==> src/rtl/dual_addr_pkg.sv <==
package dual_addr_pkg;
  localparam int unsigned ADDR_W = 8;
  localparam logic [ADDR_W-1:0] AUX_ADDR      = 8'hA0;
  localparam logic [ADDR_W-1:0] MAIN_DEF_ADDR = 8'hA2;

  typedef struct packed {
    logic       ack;
    logic       sel_main;
    logic [1:0] en;   // [1] main, [0] aux
  } dec_res_t;
endpackage

==> src/rtl/addr_match.sv <==
module addr_match #(
  parameter int unsigned W = 8
) (
  input  logic [W-1:0] rx_i,
  input  logic [W-1:0] ref_i,
  output logic         hit_o
);
  // bit 0 carries direction / is don't-care
  logic unused_lsb;
  assign unused_lsb = rx_i[0] ^ ref_i[0];
  assign hit_o = (rx_i[W-1:1] == ref_i[W-1:1]);
endmodule

==> src/rtl/main_addr_sel.sv <==
module main_addr_sel #(
  parameter int unsigned W = 8,
  parameter logic [W-1:0] DEF_ADDR = '0
) (
  input  logic         use_prog_i,
  input  logic [W-1:0] prog_addr_i,
  output logic [W-1:0] main_addr_o
);
  assign main_addr_o = use_prog_i ? prog_addr_i : DEF_ADDR;
endmodule

==> src/rtl/dec_prio.sv <==
module dec_prio
  import dual_addr_pkg::*;
(
  input  logic     hit_main_i,
  input  logic     hit_aux_i,
  input  logic     main_only_i,
  output dec_res_t res_o
);
  logic aux_win;
  always_comb begin
    aux_win      = hit_aux_i && !main_only_i && !hit_main_i;
    res_o.en     = {hit_main_i, aux_win};
    res_o.sel_main = hit_main_i;
    res_o.ack    = hit_main_i || aux_win;
  end

  always_comb begin
    if (hit_main_i || hit_aux_i)
      a_prio_r7: assert (!(res_o.en[1] && res_o.en[0]));
  end
endmodule

==> src/rtl/dual_addr_dec.sv <==
module dual_addr_dec
  import dual_addr_pkg::*;
#(
  parameter int unsigned W = ADDR_W,
  parameter logic [W-1:0] AUX_A  = AUX_ADDR,
  parameter logic [W-1:0] MAIN_A = MAIN_DEF_ADDR
) (
  input  logic         clk_i,
  input  logic         rst_ni,
  input  logic [W-1:0] addr_byte_i,
  input  logic         addr_vld_i,
  input  logic         main_only_i,
  input  logic         use_prog_i,
  input  logic [W-1:0] prog_addr_i,
  output logic         ack_o,
  output logic         sel_main_o,
  output logic [1:0]   part_en_o
);
  logic [W-1:0] main_addr;
  logic         hit_main, hit_aux;
  dec_res_t     nxt, q;

  main_addr_sel #(.W(W), .DEF_ADDR(MAIN_A)) u_msel (
    .use_prog_i (use_prog_i),
    .prog_addr_i(prog_addr_i),
    .main_addr_o(main_addr)
  );

  addr_match #(.W(W)) u_hit_main (
    .rx_i(addr_byte_i), .ref_i(main_addr), .hit_o(hit_main)
  );

  addr_match #(.W(W)) u_hit_aux (
    .rx_i(addr_byte_i), .ref_i(AUX_A), .hit_o(hit_aux)
  );

  dec_prio u_prio (
    .hit_main_i (hit_main),
    .hit_aux_i  (hit_aux),
    .main_only_i(main_only_i),
    .res_o      (nxt)
  );

  always_ff @(posedge clk_i or negedge rst_ni) begin
    if (!rst_ni)         q <= '0;
    else if (addr_vld_i) q <= nxt;
  end

  assign ack_o      = q.ack;
  assign sel_main_o = q.sel_main;
  assign part_en_o  = q.en;

  p_onehot_r9: assert property (@(posedge clk_i) disable iff (!rst_ni)
    $onehot0(part_en_o));
  p_sel_en_r9: assert property (@(posedge clk_i) disable iff (!rst_ni)
    ack_o |-> (sel_main_o == part_en_o[1]));
  p_hold_r8: assert property (@(posedge clk_i) disable iff (!rst_ni)
    !addr_vld_i |=> $stable({ack_o, sel_main_o, part_en_o}));
  p_no_aux_r5: assert property (@(posedge clk_i) disable iff (!rst_ni)
    (addr_vld_i && main_only_i) |=> !part_en_o[0]);
  p_prio_r7: assert property (@(posedge clk_i) disable iff (!rst_ni)
    (addr_vld_i && !main_only_i && use_prog_i &&
     prog_addr_i[W-1:1] == AUX_A[W-1:1] &&
     addr_byte_i[W-1:1] == AUX_A[W-1:1]) |=> (sel_main_o && ack_o));
endmodule

==> config.mk <==
export PLATFORM = sky130hd
export DESIGN_NAME = dual_addr_dec
export DESIGN_NICKNAME = d
export VERILOG_FILES = /design/src/rtl/dual_addr_pkg.sv /design/src/rtl/addr_match.sv /design/src/rtl/main_addr_sel.sv /design/src/rtl/dec_prio.sv /design/src/rtl/dual_addr_dec.sv
export SDC_FILE = /design/constraint.sdc
export NUM_CORES = 1
export LEC_CHECK = 0
export BUFFER_PORTS_ARGS = -buffer_cell sky130_fd_sc_hd__buf_2
export CAP_MARGIN = 25
export CORE_AREA = 5 5 42 44
export CTS_CLUSTER_DIAMETER = 30
export CTS_CLUSTER_SIZE = 30
export DETAILED_ROUTE_END_ITERATION = 8
export DIE_AREA = 0 0 47 49
export PLACE_DENSITY_LB_ADDON = 0.08
export SLEW_MARGIN = 0
export SYNTH_ARGS = -nofsm -noshare
export SYNTH_HDL_FRONTEND = slang
export SYNTH_SLANG_ARGS = --single-unit
==> constraint.sdc <==
create_clock -name clk_i -period 1.1 [get_ports clk_i]
set_input_delay 0.22 -clock clk_i [delete_from_list [all_inputs] [get_ports clk_i]]
set_output_delay 0.22 -clock clk_i [all_outputs]
set_load 0.01 [all_outputs]
Word level (Yosys, flattened, before mapping). Cells that the tools add are included.

Register bits: 4. Bits of input ports: 21. Logic and storage cells: 11.

Eq/ne operators: 2. Multiplexer cells: 1. Reductions and logical operators: 5.

Operator list (count): $mux W8 (1); $eq A7 B7 Y1 (1); $eq A7 B7 Y1 const B (1); $logic_and A1 B1 Y1 (2); $logic_not A1 Y1 (2); $logic_or A1 B1 Y1 (1).

Depth between registers and ports, before layout.
Depth in word-level cells: 5. Depth in mapped cells: 6.

Modules after synthesis. From an unflattened synthesis, not the netlist that was laid out.

Cells, all modules: 42. Area, all modules: 411.6 um2.

By module, submodules not included: addr_match (instances 2, cells each 9, area an instance 80.1 um2, seq. area each 0.0 um2); dual_addr_dec (instances 1, cells each 10, area an instance 152.6 um2, seq. area each 100.1 um2); main_addr_sel (instances 1, cells each 8, area an instance 50.0 um2, seq. area each 0.0 um2); dec_prio (instances 1, cells each 6, area an instance 48.8 um2, seq. area each 0.0 um2).

Worst setup path after synthesis. No wires, ideal clock.

Path kind: input to register. Start: input port prog_addr_i[4]. End: register q, in the netlist ack_o. Setup time: 0.069 ns. Arrival: 1.123 ns. Setup slack: -0.092 ns. Stages: 5. Buffers on the path: 0. Path through: nor4_1 -> a31o_1 -> a22oi_1 -> nor4_2 -> nand3b_1.

Longest elaborated chain between the ends: 5.

RTL lines: start, declared (line dual_addr_dec.sv:14) `input logic [W-1:0] prog_addr_i,`; $mux W8 (*) (line main_addr_sel.sv:9) `assign main_addr_o = use_prog_i ? prog_addr_i : DEF_ADDR;`; $eq A7 B7 Y1 (*) (line addr_match.sv:11) `assign hit_o = (rx_i[W-1:1] == ref_i[W-1:1]);`; $logic_not A1 Y1 (line dec_prio.sv:11) `aux_win = hit_aux_i && !main_only_i && !hit_main_i;`; $logic_and A1 B1 Y1 (line dec_prio.sv:11); $logic_or A1 B1 Y1 (*) (line dec_prio.sv:14) `res_o.ack = hit_main_i || aux_win;`; end signal, assigned (line dual_addr_dec.sv:46) `else if (addr_vld_i) q <= nxt;`; end, declared (line dual_addr_dec.sv:21) `dec_res_t nxt, q;`.

Every way passes the cells marked *; elsewhere a longest branch is shown, timed or not. A chain may end at the register's enable or synchronous reset.

Worst setup path in the final report.
Start: input port prog_addr_i[5]. End: register q, in the netlist part_en_o[1].

Longest elaborated chain between the ends: 2.

RTL lines (line): $mux W8 (main_addr_sel.sv:9); $eq A7 B7 Y1 (addr_match.sv:11).

No other way between the ends.

==> flow_metrics.env <==
export IMPL_required_ns=1.22
export IMPL_layout_drive_gt1_share_pct=52.78
export IMPL_drtIter0Drc=0
export IMPL_crit_buf_inv=1
export IMPL_path_class="primary input to flop"
export IMPL_cp_slowest_cell="a22oi_2"
export IMPL_hold_viol=0
export IMPL_wl_per_cell_um=9.182
export IMPL_cts_tree="done"
export IMPL_cts_root_buf="clkbuf_4"
export IMPL_crit_family="compound AO/OA/AOI/OAI gates"
export IMPL_grt_overflow=0
export IMPL_nFillCells=173
export IMPL_pwr_share_seq_pct=25.7
export IMPL_final_nets=94
export IMPL_sw_frac_of_total_pct=26.90
export IMPL_outcome="complete, no violations"
export IMPL_grt_pass1_wl_um=1228
export IMPL_io_buffer_count=22
export IMPL_ys_ff_latch=3
export IMPL_grt_pass1_vias=365
export IMPL_synthDistinctLibCells=25
export IMPL_fin_crit_sh_pct=96.91
export IMPL_setup_viol=0
export IMPL_period_needed_ns=1.066
export IMPL_dp_hpwl_um=706.2
export IMPL_comb_power_share_pct=29.7
export IMPL_p_clk_share_pct=44.6
export IMPL_drt_total_wl_um=808
export IMPL_critPathMaxStageDelay_ns=0.24
export IMPL_grt_max_degree=7
export IMPL_fin_skew_ns=0
export IMPL_fmax_ghz=0.9381
export IMPL_clock_path_buffers=2
export IMPL_start_kind="primary input"
export IMPL_final_setup_tns_ns=0
export IMPL_insertion_delay_ns=0.23
export IMPL_cts_num_sinks=3
export IMPL_cp_max_fo=3
export IMPL_vias=390
export IMPL_synthCells=38
export IMPL_firstDrtPassIters=1
export IMPL_slew_violations=0
export IMPL_worstPathCellList="buf_2 > xnor2_1 > a31o_1 > a22oi_2 > nor4_4 > a21o_2"
export IMPL_path_clk_slew_ns=0.04
export IMPL_p_leak_nw=0.2827
export IMPL_routabilityCongestion=0.6815
export IMPL_critPathArrivalTime_ns=1.19
export IMPL_initial_core_util_pct=21.34
export IMPL_hp_class="primary input to async pin"
export IMPL_area_delta_synth_final_pct=79.92
export IMPL_power_density_mw_per_mm2=812.4
export IMPL_cp_end_kind="flop"
export IMPL_antenna_found_initial=0
export IMPL_yosysWarnings=0
export IMPL_cts_buffers=3
export IMPL_ioPinCount=25
export IMPL_p_int_mw=0.3195
export IMPL_drc=0
export IMPL_syn_area_per_cell_um2=7.869
export IMPL_diodes=0
export IMPL_ant_nets=0
export IMPL_syn_area_um2=299.0
export IMPL_postCtsSetupBuffers=0
export IMPL_htreeDepth=1
export IMPL_die_y_um=49
export IMPL_slew_headroom_pct=78.09
export IMPL_peakVddDrop_mv=0.3185
export IMPL_fin_hold_ws_ns=0.2974
export IMPL_die_area_mm2=0.002303
export IMPL_synth_fp_nets=59
export IMPL_max_cap_violations=0
export IMPL_track_usage_pct=7.329
export IMPL_synth_seq_area_share_pct=25.10
export IMPL_worst_pin_slew_ns=0.3252
export IMPL_design_core_area_mm2=0.001401
export IMPL_rows=14
export IMPL_via_per_inst=4.432
export IMPL_power_net_switching_mw=0.1176
export IMPL_rsz0062_at_grt="yes"
export IMPL_die_w_um=47
[sequential cells by signal (all words and copies together) (netlist names)]
signal	cells
ack_o	1
part_en_o	2
[layout make-up]
class,instances,area (um2),share of cell area (%)
Timing Repair Buffer,32,187.7,34.88
Inverter,2,7.507,1.395
Multi-Input combinational cell,31,221.5,41.16
Clock buffer,4,26.28,4.884
Tap cell,16,20.02,3.721
Sequential cell,3,75.07,13.95
[layout by cell type, fill, tap and decap left out, types with 2 or more instances in the layout]
cell      synthesis  routed
nand2_1           4       4
xor2_1            2       2
nand2b_1          2       2
dfrtp_1           3       3
a21oi_1           3       3
buf_4             2       9
inv_1             2       2
buf_2             0      22
o21ai_0           3       3
clkbuf_4          0       3
[cell usage after synthesis, drive strengths merged]
cell type / n / area, um2
a21o: 1 / 8.760
a21oi: 3 / 15.01
a22oi: 1 / 7.510
a31o: 1 / 8.760
a32oi: 1 / 8.760
and2b: 1 / 7.510
and3: 1 / 6.260
buf: 2 / 15.01
dfrtp: 3 / 75.07
inv: 2 / 7.510
nand2: 4 / 15.01
nand2b: 2 / 12.51
nand3: 1 / 5.000
nand3b: 1 / 7.510
nand4: 1 / 6.260
nand4b: 1 / 8.760
nor2: 1 / 3.750
nor3: 1 / 5.000
nor4: 2 / 18.77
o21ai: 3 / 15.01
o22ai: 1 / 6.260
o32ai: 1 / 8.760
xnor2: 1 / 8.760
xor2: 2 / 17.52
[power groups by stage]
stage / Combinational, mW / Clock [mW] / Sequential (mW)
global placement: 0.121 / 0 / 0.114
floorplan: 0.0467 / 0 / 0.114
finish: 0.130 / 0.195 / 0.112
CTS: 0.132 / 0.203 / 0.112
global route: 0.144 / 0.222 / 0.112
detailed placement: 0.120 / 0 / 0.114
[through the flow]
stage                     total power, mW  setup WS, ns  utilization [%]  cell area, um2  instances
after global placement             0.2343       -0.2956            34.38           481.7         83
after detailed placement           0.2334       -0.2746            34.38           481.7         83
after global routing               0.4780     -0.006715            38.39           538.0         88
final                              0.4371       0.03402            38.39           538.0         88
after floorplan                    0.1609      -0.01721                -           302.8         38
after CTS                          0.4470       0.01256            38.39           538.0         88
[final timing paths]
path	from	endpoint	slack, ns	cells after the start
setup / recovery	prog_addr_i[5]	part_en_o[1]	0.03	6
hold / removal	rst_ni	part_en_o[1]	0.30	2
setup reg to reg	part_en_o[1]	part_en_o[1]	0.40	1
hold reg to reg	ack_o	ack_o	0.49	2
max in group asynchronous	rst_ni	ack_o	0.69	2
min in group clk_i	addr_vld_i	part_en_o[0]	0.30	3
[metal layers]
layer  wire length [um]  part of all wire (%)  track usage (%)
met5                  0                     0                0
met4                 19                   2.4            6.912
met3                 63                   7.8            1.476
met2                415                    51            11.99
met1                310                    38            7.048
[cells by family after synthesis]
family          count (synthesis)  share of synthesized area [%]
xor+xnor                        3                          8.788
simple gates                   16                          32.22
buf+inv                         4                          7.531
compound gates                 12                          26.36
flops                           3                          25.10
[timing repair]
item | in CTS | in global routing
endpoints found under the hold margin | 3 | 0
gates cloned | 0 | 0
pin swaps | 2 | 1
hold buffers | 1 | 0
setup endpoints to repair | 3 | 1
gates resized for setup | 3 | 0
Note: power is estimated with default switching activity, not from simulation.
